## src/rtl/i2c_eng_pkg.sv

```systemverilog
package i2c_eng_pkg;
  localparam int BYTE_W  = 8;
  localparam int FRAME_W = BYTE_W + 1;

  typedef enum logic [1:0] {
    OP_START = 2'd0,
    OP_STOP  = 2'd1,
    OP_WRITE = 2'd2,
    OP_READ  = 2'd3
  } eng_op_e;

  typedef enum logic [3:0] {
    S_IDLE, S_STA_A, S_STA_R, S_STA_B, S_STA_C, S_STA_D,
    S_BIT_LO, S_BIT_R, S_BIT_HI, S_BIT_FALL,
    S_STO_A, S_STO_R, S_STO_B, S_STO_C, S_GAP, S_FIN
  } eng_st_e;

  function automatic int eng_max3(input int a, input int b, input int c);
    int m;
    m = (a > b) ? a : b;
    return (m > c) ? m : c;
  endfunction

  // Nine line levels of a byte frame: data then ninth-clock level.
  function automatic logic [FRAME_W-1:0] frame_bits(input eng_op_e op,
      input logic [BYTE_W-1:0] d, input logic last);
    if (op == OP_WRITE) return {d, 1'b1};
    return {{BYTE_W{1'b1}}, last};
  endfunction
endpackage

```

## src/rtl/i2c_eng_timer.sv

```systemverilog
module i2c_eng_timer #(
  parameter int TW = 8
) (
  input  logic          clk,
  input  logic          rst_n,
  input  logic          load,
  input  logic [TW-1:0] val,
  output logic          zero
);
  logic [TW-1:0] cnt;

  always_ff @(posedge clk or negedge rst_n) begin
    if (!rst_n)          cnt <= '0;
    else if (load)       cnt <= val;
    else if (cnt != '0)  cnt <= cnt - 1'b1;
  end

  assign zero = (cnt == '0);
endmodule

```

## src/rtl/i2c_eng_shift.sv

```systemverilog
module i2c_eng_shift #(
  parameter int W = 9
) (
  input  logic         clk,
  input  logic         rst_n,
  input  logic         load,
  input  logic [W-1:0] load_val,
  input  logic         step,
  input  logic         sample_bit,
  output logic         tx_head,
  output logic [W-1:0] rx
);
  logic [W-1:0] tx;

  always_ff @(posedge clk or negedge rst_n) begin
    if (!rst_n) begin
      tx <= '1;
      rx <= '0;
    end else if (load) begin
      tx <= load_val;
      rx <= '0;
    end else if (step) begin
      tx <= {tx[W-2:0], 1'b1};
      rx <= {rx[W-2:0], sample_bit};
    end
  end

  assign tx_head = tx[W-1];
endmodule

```

## src/rtl/i2c_eng.sv

```systemverilog
module i2c_eng
  import i2c_eng_pkg::*;
#(
  parameter int QTR_CYC     = 32,
  parameter int STRETCH_CYC = 125000,
  parameter int BUSFREE_CYC = 7500
) (
  input  logic              clk,
  input  logic              rst_n,
  input  logic              cmd_valid,
  input  logic [1:0]        cmd_op,
  input  logic              cmd_last,
  input  logic [BYTE_W-1:0] cmd_wdata,
  output logic              busy,
  output logic              done,
  output logic [BYTE_W-1:0] rdata,
  output logic              nack,
  output logic              err_stretch,
  input  logic              scl_in,
  input  logic              sda_in,
  output logic              scl_oe,
  output logic              sda_oe
);
  localparam int TW = $clog2(eng_max3(QTR_CYC, STRETCH_CYC, BUSFREE_CYC) + 1);
  localparam int CW = $clog2(FRAME_W + 1);
  localparam logic [TW-1:0] Q_LD = TW'(QTR_CYC - 1);
  localparam logic [TW-1:0] S_LD = TW'(STRETCH_CYC - 1);
  localparam logic [TW-1:0] G_LD = TW'(BUSFREE_CYC - 1);
  localparam logic [CW-1:0] LAST_BIT = CW'(FRAME_W - 1);

  eng_st_e             st, nxt;
  eng_op_e             op_q, in_op;
  logic                last_q, nack_q, err_q;
  logic                scl_rel, sda_rel, nscl, nsda;
  logic [CW-1:0]       bit_cnt;
  logic                bit_clr, bit_inc;
  logic                tmr_ld, tmr_zero;
  logic [TW-1:0]       tmr_val;
  logic                sh_ld, tx_head;
  logic [FRAME_W-1:0]  rx, ld_frame;

  // Named internal events, observed by the bound checker.
  logic acc_evt, smp_evt, tmo_evt, frame_end, cond_phase;

  assign in_op      = eng_op_e'(cmd_op);
  assign ld_frame   = frame_bits(in_op, cmd_wdata, cmd_last);
  assign acc_evt    = (st == S_IDLE) && cmd_valid;
  assign smp_evt    = (st == S_BIT_HI) && tmr_zero;
  assign frame_end  = (st == S_BIT_FALL) && tmr_zero && (bit_cnt == LAST_BIT);
  assign cond_phase = (st == S_STA_B) || (st == S_STA_C) ||
                      (st == S_STO_B) || (st == S_STO_C);

  i2c_eng_timer #(.TW(TW)) u_tmr (
    .clk(clk), .rst_n(rst_n), .load(tmr_ld), .val(tmr_val), .zero(tmr_zero)
  );

  i2c_eng_shift #(.W(FRAME_W)) u_sh (
    .clk(clk), .rst_n(rst_n), .load(sh_ld), .load_val(ld_frame),
    .step(smp_evt), .sample_bit(sda_in), .tx_head(tx_head), .rx(rx)
  );

  always_comb begin
    nxt = st;  tmr_ld = 1'b0;  tmr_val = Q_LD;  sh_ld = 1'b0;
    nscl = scl_rel;  nsda = sda_rel;  bit_clr = 1'b0;  bit_inc = 1'b0;
    tmo_evt = 1'b0;
    unique case (st)
      S_IDLE: if (cmd_valid) begin
        tmr_ld = 1'b1;  bit_clr = 1'b1;
        case (in_op)
          OP_START: begin nxt = S_STA_A; nsda = 1'b1; end
          OP_STOP:  begin nxt = S_STO_A; nscl = 1'b0; nsda = 1'b0; end
          default:  begin
            nxt = S_BIT_LO; sh_ld = 1'b1; nscl = 1'b0; nsda = ld_frame[FRAME_W-1];
          end
        endcase
      end
      S_STA_A:  if (tmr_zero) begin nxt = S_STA_R; nscl = 1'b1; tmr_ld = 1'b1; tmr_val = S_LD; end
      S_BIT_LO: if (tmr_zero) begin nxt = S_BIT_R; nscl = 1'b1; tmr_ld = 1'b1; tmr_val = S_LD; end
      S_STO_A:  if (tmr_zero) begin nxt = S_STO_R; nscl = 1'b1; tmr_ld = 1'b1; tmr_val = S_LD; end
      S_STA_R, S_BIT_R, S_STO_R: begin
        if (scl_in) begin
          tmr_ld = 1'b1;
          if (st == S_STA_R)      nxt = S_STA_B;
          else if (st == S_BIT_R) nxt = S_BIT_HI;
          else                    nxt = S_STO_B;
        end else if (tmr_zero) begin
          tmo_evt = 1'b1; nxt = S_FIN; nscl = 1'b1; nsda = 1'b1;
        end
      end
      S_STA_B:  if (tmr_zero) begin nxt = S_STA_C; nsda = 1'b0; tmr_ld = 1'b1; end
      S_STA_C:  if (tmr_zero) begin nxt = S_STA_D; nscl = 1'b0; tmr_ld = 1'b1; end
      S_STA_D:  if (tmr_zero) nxt = S_FIN;
      S_BIT_HI: if (tmr_zero) begin nxt = S_BIT_FALL; nscl = 1'b0; tmr_ld = 1'b1; end
      S_BIT_FALL: if (tmr_zero) begin
        tmr_ld = 1'b1;
        if (bit_cnt == LAST_BIT) begin
          if (op_q == OP_READ && last_q) begin nxt = S_STO_A; nsda = 1'b0; end
          else begin nxt = S_FIN; nsda = 1'b1; end
        end else begin
          bit_inc = 1'b1; nxt = S_BIT_LO; nsda = tx_head;
        end
      end
      S_STO_B:  if (tmr_zero) begin nxt = S_STO_C; nsda = 1'b1; tmr_ld = 1'b1; end
      S_STO_C:  if (tmr_zero) begin nxt = S_GAP; tmr_ld = 1'b1; tmr_val = G_LD; end
      S_GAP:    if (tmr_zero) nxt = S_FIN;
      S_FIN:    nxt = S_IDLE;
    endcase
  end

  always_ff @(posedge clk or negedge rst_n) begin
    if (!rst_n) begin
      st <= S_IDLE;  op_q <= OP_START;  last_q <= 1'b0;
      scl_rel <= 1'b1;  sda_rel <= 1'b1;  bit_cnt <= '0;
      nack_q <= 1'b0;  err_q <= 1'b0;
    end else begin
      st <= nxt;  scl_rel <= nscl;  sda_rel <= nsda;
      if (acc_evt) begin
        op_q <= in_op;  last_q <= cmd_last;  nack_q <= 1'b0;  err_q <= 1'b0;
      end
      if (bit_clr)      bit_cnt <= '0;
      else if (bit_inc) bit_cnt <= bit_cnt + 1'b1;
      if (tmo_evt) err_q <= 1'b1;
      if (frame_end && op_q == OP_WRITE) nack_q <= rx[0];
    end
  end

  assign busy        = (st != S_IDLE);
  assign done        = (st == S_FIN);
  assign rdata       = rx[FRAME_W-1:1];
  assign nack        = nack_q;
  assign err_stretch = err_q;
  assign scl_oe      = ~scl_rel;
  assign sda_oe      = ~sda_rel;
endmodule

```

## config.mk

```make
export PLATFORM = sky130hd
export DESIGN_NAME = i2c_eng
export DESIGN_NICKNAME = d
export VERILOG_FILES = /design/src/rtl/i2c_eng_pkg.sv /design/src/rtl/i2c_eng_timer.sv /design/src/rtl/i2c_eng_shift.sv /design/src/rtl/i2c_eng.sv
export SDC_FILE = /design/constraint.sdc
export NUM_CORES = 1
export LEC_CHECK = 0
export ABC_CLOCK_PERIOD_IN_PS = 2600
export BUFFER_PORTS_ARGS = -buffer_cell sky130_fd_sc_hd__buf_4
export CAP_MARGIN = 20
export CORE_ASPECT_RATIO = 0.9
export CORE_MARGIN = 5
export CORE_UTILIZATION = 45
export DETAILED_ROUTE_END_ITERATION = 16
export PLACE_DENSITY_LB_ADDON = 0.15
export SYNTH_ARGS = -nofsm -noshare
export SYNTH_HDL_FRONTEND = slang
export SYNTH_SLANG_ARGS = --single-unit
```

## constraint.sdc

```tcl
create_clock -name clk -period 2.6 [get_ports clk]
set_clock_uncertainty 0.05 [all_clocks]
set_input_delay 0 -clock clk [delete_from_list [all_inputs] [get_ports clk]]
set_output_delay 0 -clock clk [all_outputs]
set_load 0.05 [all_outputs]
```

==> results of run 1 <==
[kinds of logic (layout without fill, tap and decap cells)]
| kind of cell | count (synthesis) | after routing |
|---|---|---|
| AO/OA/AOI/OAI | 99 | 99 |
| XOR/XNOR | 15 | 15 |
| adder cells (fa/ha/maj) | 5 | 5 |
| buffers and inverters | 49 | 82 |
| flip-flops | 50 | 50 |
| multiplexers | 4 | 4 |
| AND/OR/NAND/NOR | 158 | 158 |
[worst max path at each step]
stage          cells past startpoint      endpoint         start
5_1_grt                            6  u_tmr.cnt[8]  u_tmr.cnt[9]
3_5_place_dp                       6  u_tmr.cnt[3]  u_tmr.cnt[9]
2_1_floorplan                      6          done         st[1]
3_3_place_gp                       7         st[0]         st[3]
6_report                           6  u_tmr.cnt[3]  u_tmr.cnt[9]
4_1_cts                            6  u_tmr.cnt[3]  u_tmr.cnt[9]
[metal layers]
metal | share of wire | track usage | wire length [um]
met1 | 0.49 | 0.273 | 3980
met2 | 0.45 | 0.273 | 3670
met3 | 0.051 | 0.0322 | 419
met4 | 0.012 | 0.0505 | 99
met5 | 0 | 0 | 0
[synth_stat cells (all sizes together), types with 3 or more instances]
master / count / area [um2]
a211o: 3 / 26.3
a211oi: 3 / 22.5
a21oi: 21 / 105
a22oi: 6 / 45.0
a31oi: 14 / 87.6
and3: 3 / 18.8
buf: 28 / 171
clkbuf: 4 / 15.0
dfrtp: 39 / 976
dfstp: 11 / 289
ha: 4 / 50.1
inv: 17 / 63.8
mux2i: 4 / 40.0
nand2: 58 / 223
nand2b: 6 / 37.5
nand3: 13 / 65.1
nand4: 3 / 31.3
nor2: 27 / 104
nor2b: 6 / 37.5
nor3: 16 / 91.3
nor4: 7 / 101
o211ai: 3 / 27.5
o21ai: 23 / 115
o21ba: 3 / 30.0
o31ai: 3 / 36.3
or3: 4 / 30.0
or3b: 3 / 26.3
xnor2: 11 / 104
xor2: 4 / 35.0
[registers in the layout (all words and copies together), names as in the netlist]
signal	cells
last_q	1
op_q	2
u_tmr.cnt	17
u_sh.rx	9
st	4
scl_rel	1
u_sh.tx	9
err_stretch	1
bit_cnt	4
nack	1
sda_rel	1
[area by class of cell]
cell class | instances | area (um2) | area share
Multi-Input combinational cell | 281 | 1780 | 0.469
Clock buffer | 7 | 96.3 | 0.0255
Inverter | 17 | 63.8 | 0.0169
Tap cell | 93 | 116 | 0.0307
Sequential cell | 50 | 1260 | 0.334
Clock inverter | 1 | 8.76 | 0.00231
Timing Repair Buffer | 57 | 458 | 0.121
[worst max-delay path: cells and delay by family (launching register included)]
kind	cells	cell delay, ps
flops	1	490
buf+inv	1	210
compound gates	2	240
simple gates	3	1150
[stage by stage]
stage,power (W),area [um2],hold slack [ps],util,std cells
global placement,0.00372,3560,21.0,0.503,486
floorplan,0.00320,3290,-346,-,380
finish,0.00427,3780,69.0,0.535,506
global route,0.00458,3780,79.3,0.535,506
detailed placement,0.00373,3560,17.6,0.503,486
CTS,0.00427,3780,51.2,0.535,506
[power groups by stage]
stage                     sequential, W  clock, W  combinational (W)
after CTS                       0.00140  0.000534            0.00234
after global placement          0.00141         0            0.00232
after floorplan                 0.00130         0            0.00190
final                           0.00140  0.000521            0.00235
after global routing            0.00145  0.000556            0.00258
after detailed placement        0.00141         0            0.00232
[timing repair]
action,in CTS,in global routing
setup buffers,0,0
hold buffers,12,0
resized for setup,0,0
hold endpoints to repair,51,0
endpoints found under the setup margin,0,0
==> summary.md, run 1 <==
| Metric | Value |
|---|---|
| Outcome | complete, no violations |
| Gp weighted congestion | 0.928 |
| Unrepaired setup endpoints after global routing | no |
| Worst Hold Endpoint | u_sh.tx[8] |
| Largest family of logic cells by synthesized area | simple AND/OR/NAND/NOR gates |
| Comb pwr share | 0.550 |
| Row Count | 29 |
| Reg power frac | 0.329 |
| Max transition margin | 0.578 |
| Hold_sp | cmd_op[1] |
| Final Hold Fails | 0 |
| Vias | 2879 |
| Synth Net Count | 400 |
| CP peak stage delay | 490 ps |
| Yosys reg bits | 50 |
| R2r setup slk | 360 ps |
| Share of cells above drive strength 1 | 0.211 |
| Initial DRC Count | 127 |
| CTS root buf | clkbuf_8 |
| P_int | 0.00226 W |
| DIE WIDTH | 100 um |
| Final setup TNS | 0 ps |
| Final Max Slew Viols | 0 |
| Worst-margin pin slew | 633 ps |
| Most frequent cells in the layout | nand2_1 (56), buf_4 (45), dfrtp_1 (39) |
| Asr flop ratio synth | 1.00 |
| Initial antenna violation count | 0 |
| Mux share of post-synthesis cell area | 0.0122 |
| Syn Inst Count | 380 |
| Vias in the first global route | 2744 |
| Via density | 5.69 |
| FMAX | 446 MHz |
| Net Sw Frac | 0.470 |
| Clock power share | 0.122 |
| Largest net degree at the start of global routing | 51 |
| Core Area | 7080 um2 |
| Most common cell after layout, fill and taps aside | nand2_1 |
| # H-tree levels | 2 |
| DRT antenna net count | 0 |
| Hold Path Class | in -> reg |
| Final period utilization | 0.862 |
| Top_reg_cell synth | dfrtp_1 |
| Seq/Total Area, Yosys | 0.384 |
| VDD IR max | 0.574 mV |
| Arr. time, crit path | 2390 ps |
| Initial core utilization | 0.465 |
| DRT Pass-1 Iters | 4 |
| Synth warn | 0 |
| TritonCTS Sinks | 50 |
| Cts bufs inserted | 5 |
| Post-DP HPWL | 5.99 mm |
| R2R cell count | 6 |
| Final setup fails | 0 |
| Max-cap violations | 0 |
| Area Growth Syn to Fin | 15.0% |
| GRT overflow | 0 |
| Clock Latency Late Sink | 310 ps |
| IO Pins | 30 |
| Worst hold stages | 4 |
| Global-route wire length before repair | 13.8 mm |
| P per Cell Area | 1130 nW/um2 |
| Critical Path Start Type | register |
| Syn avg cell area | 8.66 um2 |
| Layout net count | 432 |
| Synth Area in Simple Gates | 0.263 |
| Antenna cell count | 0 |
| WP data required | 2750 ps |
| DRC | 0 |
| Synth Cell Area | 3290 um2 |
| Clock transition at path regs | 100 ps |
| Final WS setup | 360 ps |
| Routed WL | 8.17 mm |
| Filler cells | 661 |
| Full die area | 9130 um2 |
| Min Tclk post-route | 2240 ps |
| CP endpoint kind | register |
| TritonCTS clock tree | yes |
| R2R Path End | u_tmr.cnt[3] |
| Compound-Gate Fraction of Synth Area | 0.204 |
| Gr usage total | 0.183 |
| P_sw | 0.00201 W |
| Crit path cell chain | nor4_4 -> nand4_2 -> nor2_2 -> buf_4 -> o21ai_0 -> o31a_1 |
| Leakage | 1.65 nW |
| CTS Buffer Depth | 2 |
| Pre-CTS WS | 405 ps |
| Synth cell types | 68 |
| Worst path slowest cell | dfrtp_1 |
| Synth Area in Adders | 0.0182 |
| Xor/xnor share of the synthesized area | 0.0422 |
| Crit Path Class | reg -> reg |
| RR Startpoint | u_tmr.cnt[9] |
| Number of flops mapped to enable cells by yosys | 0 |
| Die Y | 91.1 um |
| Port Buffers | 29 |
| CP max FO | 9 |
| WL per Instance | 16.1 um |
Note: power is estimated with default switching activity, not from simulation.
==> run 2, diff against run 1 <==
--- a/config.mk
+++ b/config.mk
@@ -13,6 +13,7 @@
 export CORE_UTILIZATION = 45
 export DETAILED_ROUTE_END_ITERATION = 16
 export PLACE_DENSITY_LB_ADDON = 0.15
+export RECOVER_POWER = 50
 export SYNTH_ARGS = -nofsm -noshare
 export SYNTH_HDL_FRONTEND = slang
 export SYNTH_SLANG_ARGS = --single-unit
==> run 2 against run 1 <==
  * Combinational power shrank 2%
  * Sequential share of layout area grew 0.26 points
  * Global-route usage unchanged
  * Largest power group unchanged
  * Register-to-register slack about the same
  * Via count rose by 0.28%
  * Critical path type unchanged
  * Setup slack better by 1.9 ps
  * Design area down 0.76%
  * Count of clock-buffer cells in the layout unchanged
  * Largest cell class unchanged
  * Die area unchanged
  * Sequential power about the same
  * Highest routed layer unchanged
==> summary.md, run 2 (synthesis gave the netlist of run 1 again) <==
| Metric | Value |
|---|---|
| Final period utilization | 0.861 |
| Hold_sp | cmd_op[1] |
| Port Buffers | 29 |
| Vias in the first global route | 2744 |
| Clock Latency Late Sink | 310 ps |
| DRC | 0 |
| Routed WL | 8.13 mm |
| CTS Buffer Depth | 2 |
| Crit Path Class | reg -> reg |
| Worst Hold Endpoint | u_sh.tx[8] |
| TritonCTS Sinks | 50 |
| Critical Path Start Type | register |
| Vias | 2887 |
| RR Startpoint | u_tmr.cnt[9] |
| VDD IR max | 0.573 mV |
| Initial core utilization | 0.465 |
| TritonCTS clock tree | yes |
| Post-DP Area | 3560 um2 |
| Min Tclk post-route | 2240 ps |
| Final setup TNS | 0 ps |
| Setup Buffers After CTS | 0 |
| Final Hold Fails | 0 |
| Initial antenna violation count | 0 |
| Worst-margin pin slew | 1230 ps |
| Max-cap violations | 0 |
| DRT antenna net count | 0 |
| R2r setup slk | 360 ps |
| Initial DRC Count | 160 |
| Via density | 5.71 |
| Post-route cell area | 3760 um2 |
| Antenna cell count | 0 |
| Unrepaired setup endpoints after global routing | no |
| Clock transition at path regs | 100 ps |
| Gr usage total | 0.183 |
| P per Cell Area | 1130 nW/um2 |
| CTS root buf | clkbuf_8 |
| Most common cell after layout, fill and taps aside | nand2_1 |
| Worst path slowest cell | dfrtp_1 |
| Post-DP HPWL | 5.99 mm |
| GRT overflow | 0 |
| R2R Path End | u_tmr.cnt[3] |
| Final setup fails | 0 |
| Cts bufs inserted | 5 |
| Gp weighted congestion | 0.928 |
| Arr. time, crit path | 2390 ps |
| CP endpoint kind | register |
| Max transition margin | 0.182 |
| Global-route wire length before repair | 13.8 mm |
| Hold Path Class | in -> reg |
| Full die area | 9130 um2 |
| Crit path cell chain | nor4_4 -> nand4_2 -> nor2_2 -> buf_4 -> o21ai_0 -> o31a_1 |
| Layout net count | 432 |
| Largest regs | u_tmr.cnt x17, u_sh.rx x9, u_sh.tx x9 |
| Worst hold stages | 4 |
| Worst Setup SP | u_tmr.cnt[9] |
| Outcome | complete, no violations |
| Core Area | 7080 um2 |
| Number of flip-flops in the largest register | 17 |
| Post_cts resized | 0 |
| Row Count | 29 |
| # H-tree levels | 2 |
| Leakage | 1.62 nW |
| Cts hold-fix bufs | 12 |
| WL per Instance | 16.1 um |
| Final Max Slew Viols | 0 |
| IO Pins | 30 |
| Register with the highest flop count | u_tmr.cnt |
| Most frequent cells in the layout | nand2_1 (56), dfrtp_1 (39), buf_4 (37) |
| CP max FO | 9 |
| Die Y | 91.1 um |
| DIE WIDTH | 100 um |
| DRT Pass-1 Iters | 4 |
| Largest net degree at the start of global routing | 51 |
| Area Growth Syn to Fin | 14.1% |
| WP data required | 2750 ps |
| R2R cell count | 6 |
| FMAX | 447 MHz |
| Share of cells above drive strength 1 | 0.194 |
| CP peak stage delay | 490 ps |
[run 2: changes by cell type in the layout (fill, tap and decap cells not counted)]
cell	change
buf_4	-8
clkbuf_1	+7
clkbuf_2	+1
[run 2: worst max-delay path, delay by kind of cell, from the launching register on]
kind	cells	cell delay (ps)
and+or+nand+nor	3	1140
DFF	1	490
buffers and inverters	1	210
AOI/OAI and AO/OA	2	240
[run 2: layout make-up]
cell class	count	area, um2
flip-flops and latches	50	1260
multi-input cells	281	1780
well taps	93	116
clock buffers	7	96.3
fillers	668	3320
inverters	17	63.8
repair buffers	57	429
clock inverters	1	8.76
[run 2: metal layers]
metal,part of all wire,wire [um],GRT usage,up-vias
met5,0,0,0,-
met2,0.45,3670,0.273,77
met3,0.053,428,0.0322,10
li1,-,-,-,1403
met1,0.48,3940,0.273,1397
met4,0.012,97,0.0505,0
[run 2: report_power, final]
part           switching (W)  total (W)  internal, W
sequential          0.000317    0.00141      0.00109
combinational        0.00142    0.00230     0.000884
clock               0.000275   0.000520     0.000245
total                0.00201    0.00423      0.00222
[run 2: per-stage QoR]
stage	util	setup WS [ps]	std cells	hold slack, ps	power [W]
2_1_floorplan	-	744	380	-346	0.00320
3_3_place_gp	0.503	431	486	21.0	0.00372
3_5_place_dp	0.503	405	486	17.6	0.00373
4_1_cts	0.535	379	506	51.2	0.00427
5_1_grt	0.531	250	506	79.3	0.00454
6_report	0.531	361	506	68.9	0.00423
[run 2: how the worst max path moves through the flow]
stage / endpoint / depth (start not counted)
after floorplan: done / 6
after global placement: st[0] / 7
after detailed placement: u_tmr.cnt[3] / 6
after CTS: u_tmr.cnt[3] / 6
after global routing: u_tmr.cnt[8] / 6
final: u_tmr.cnt[3] / 6
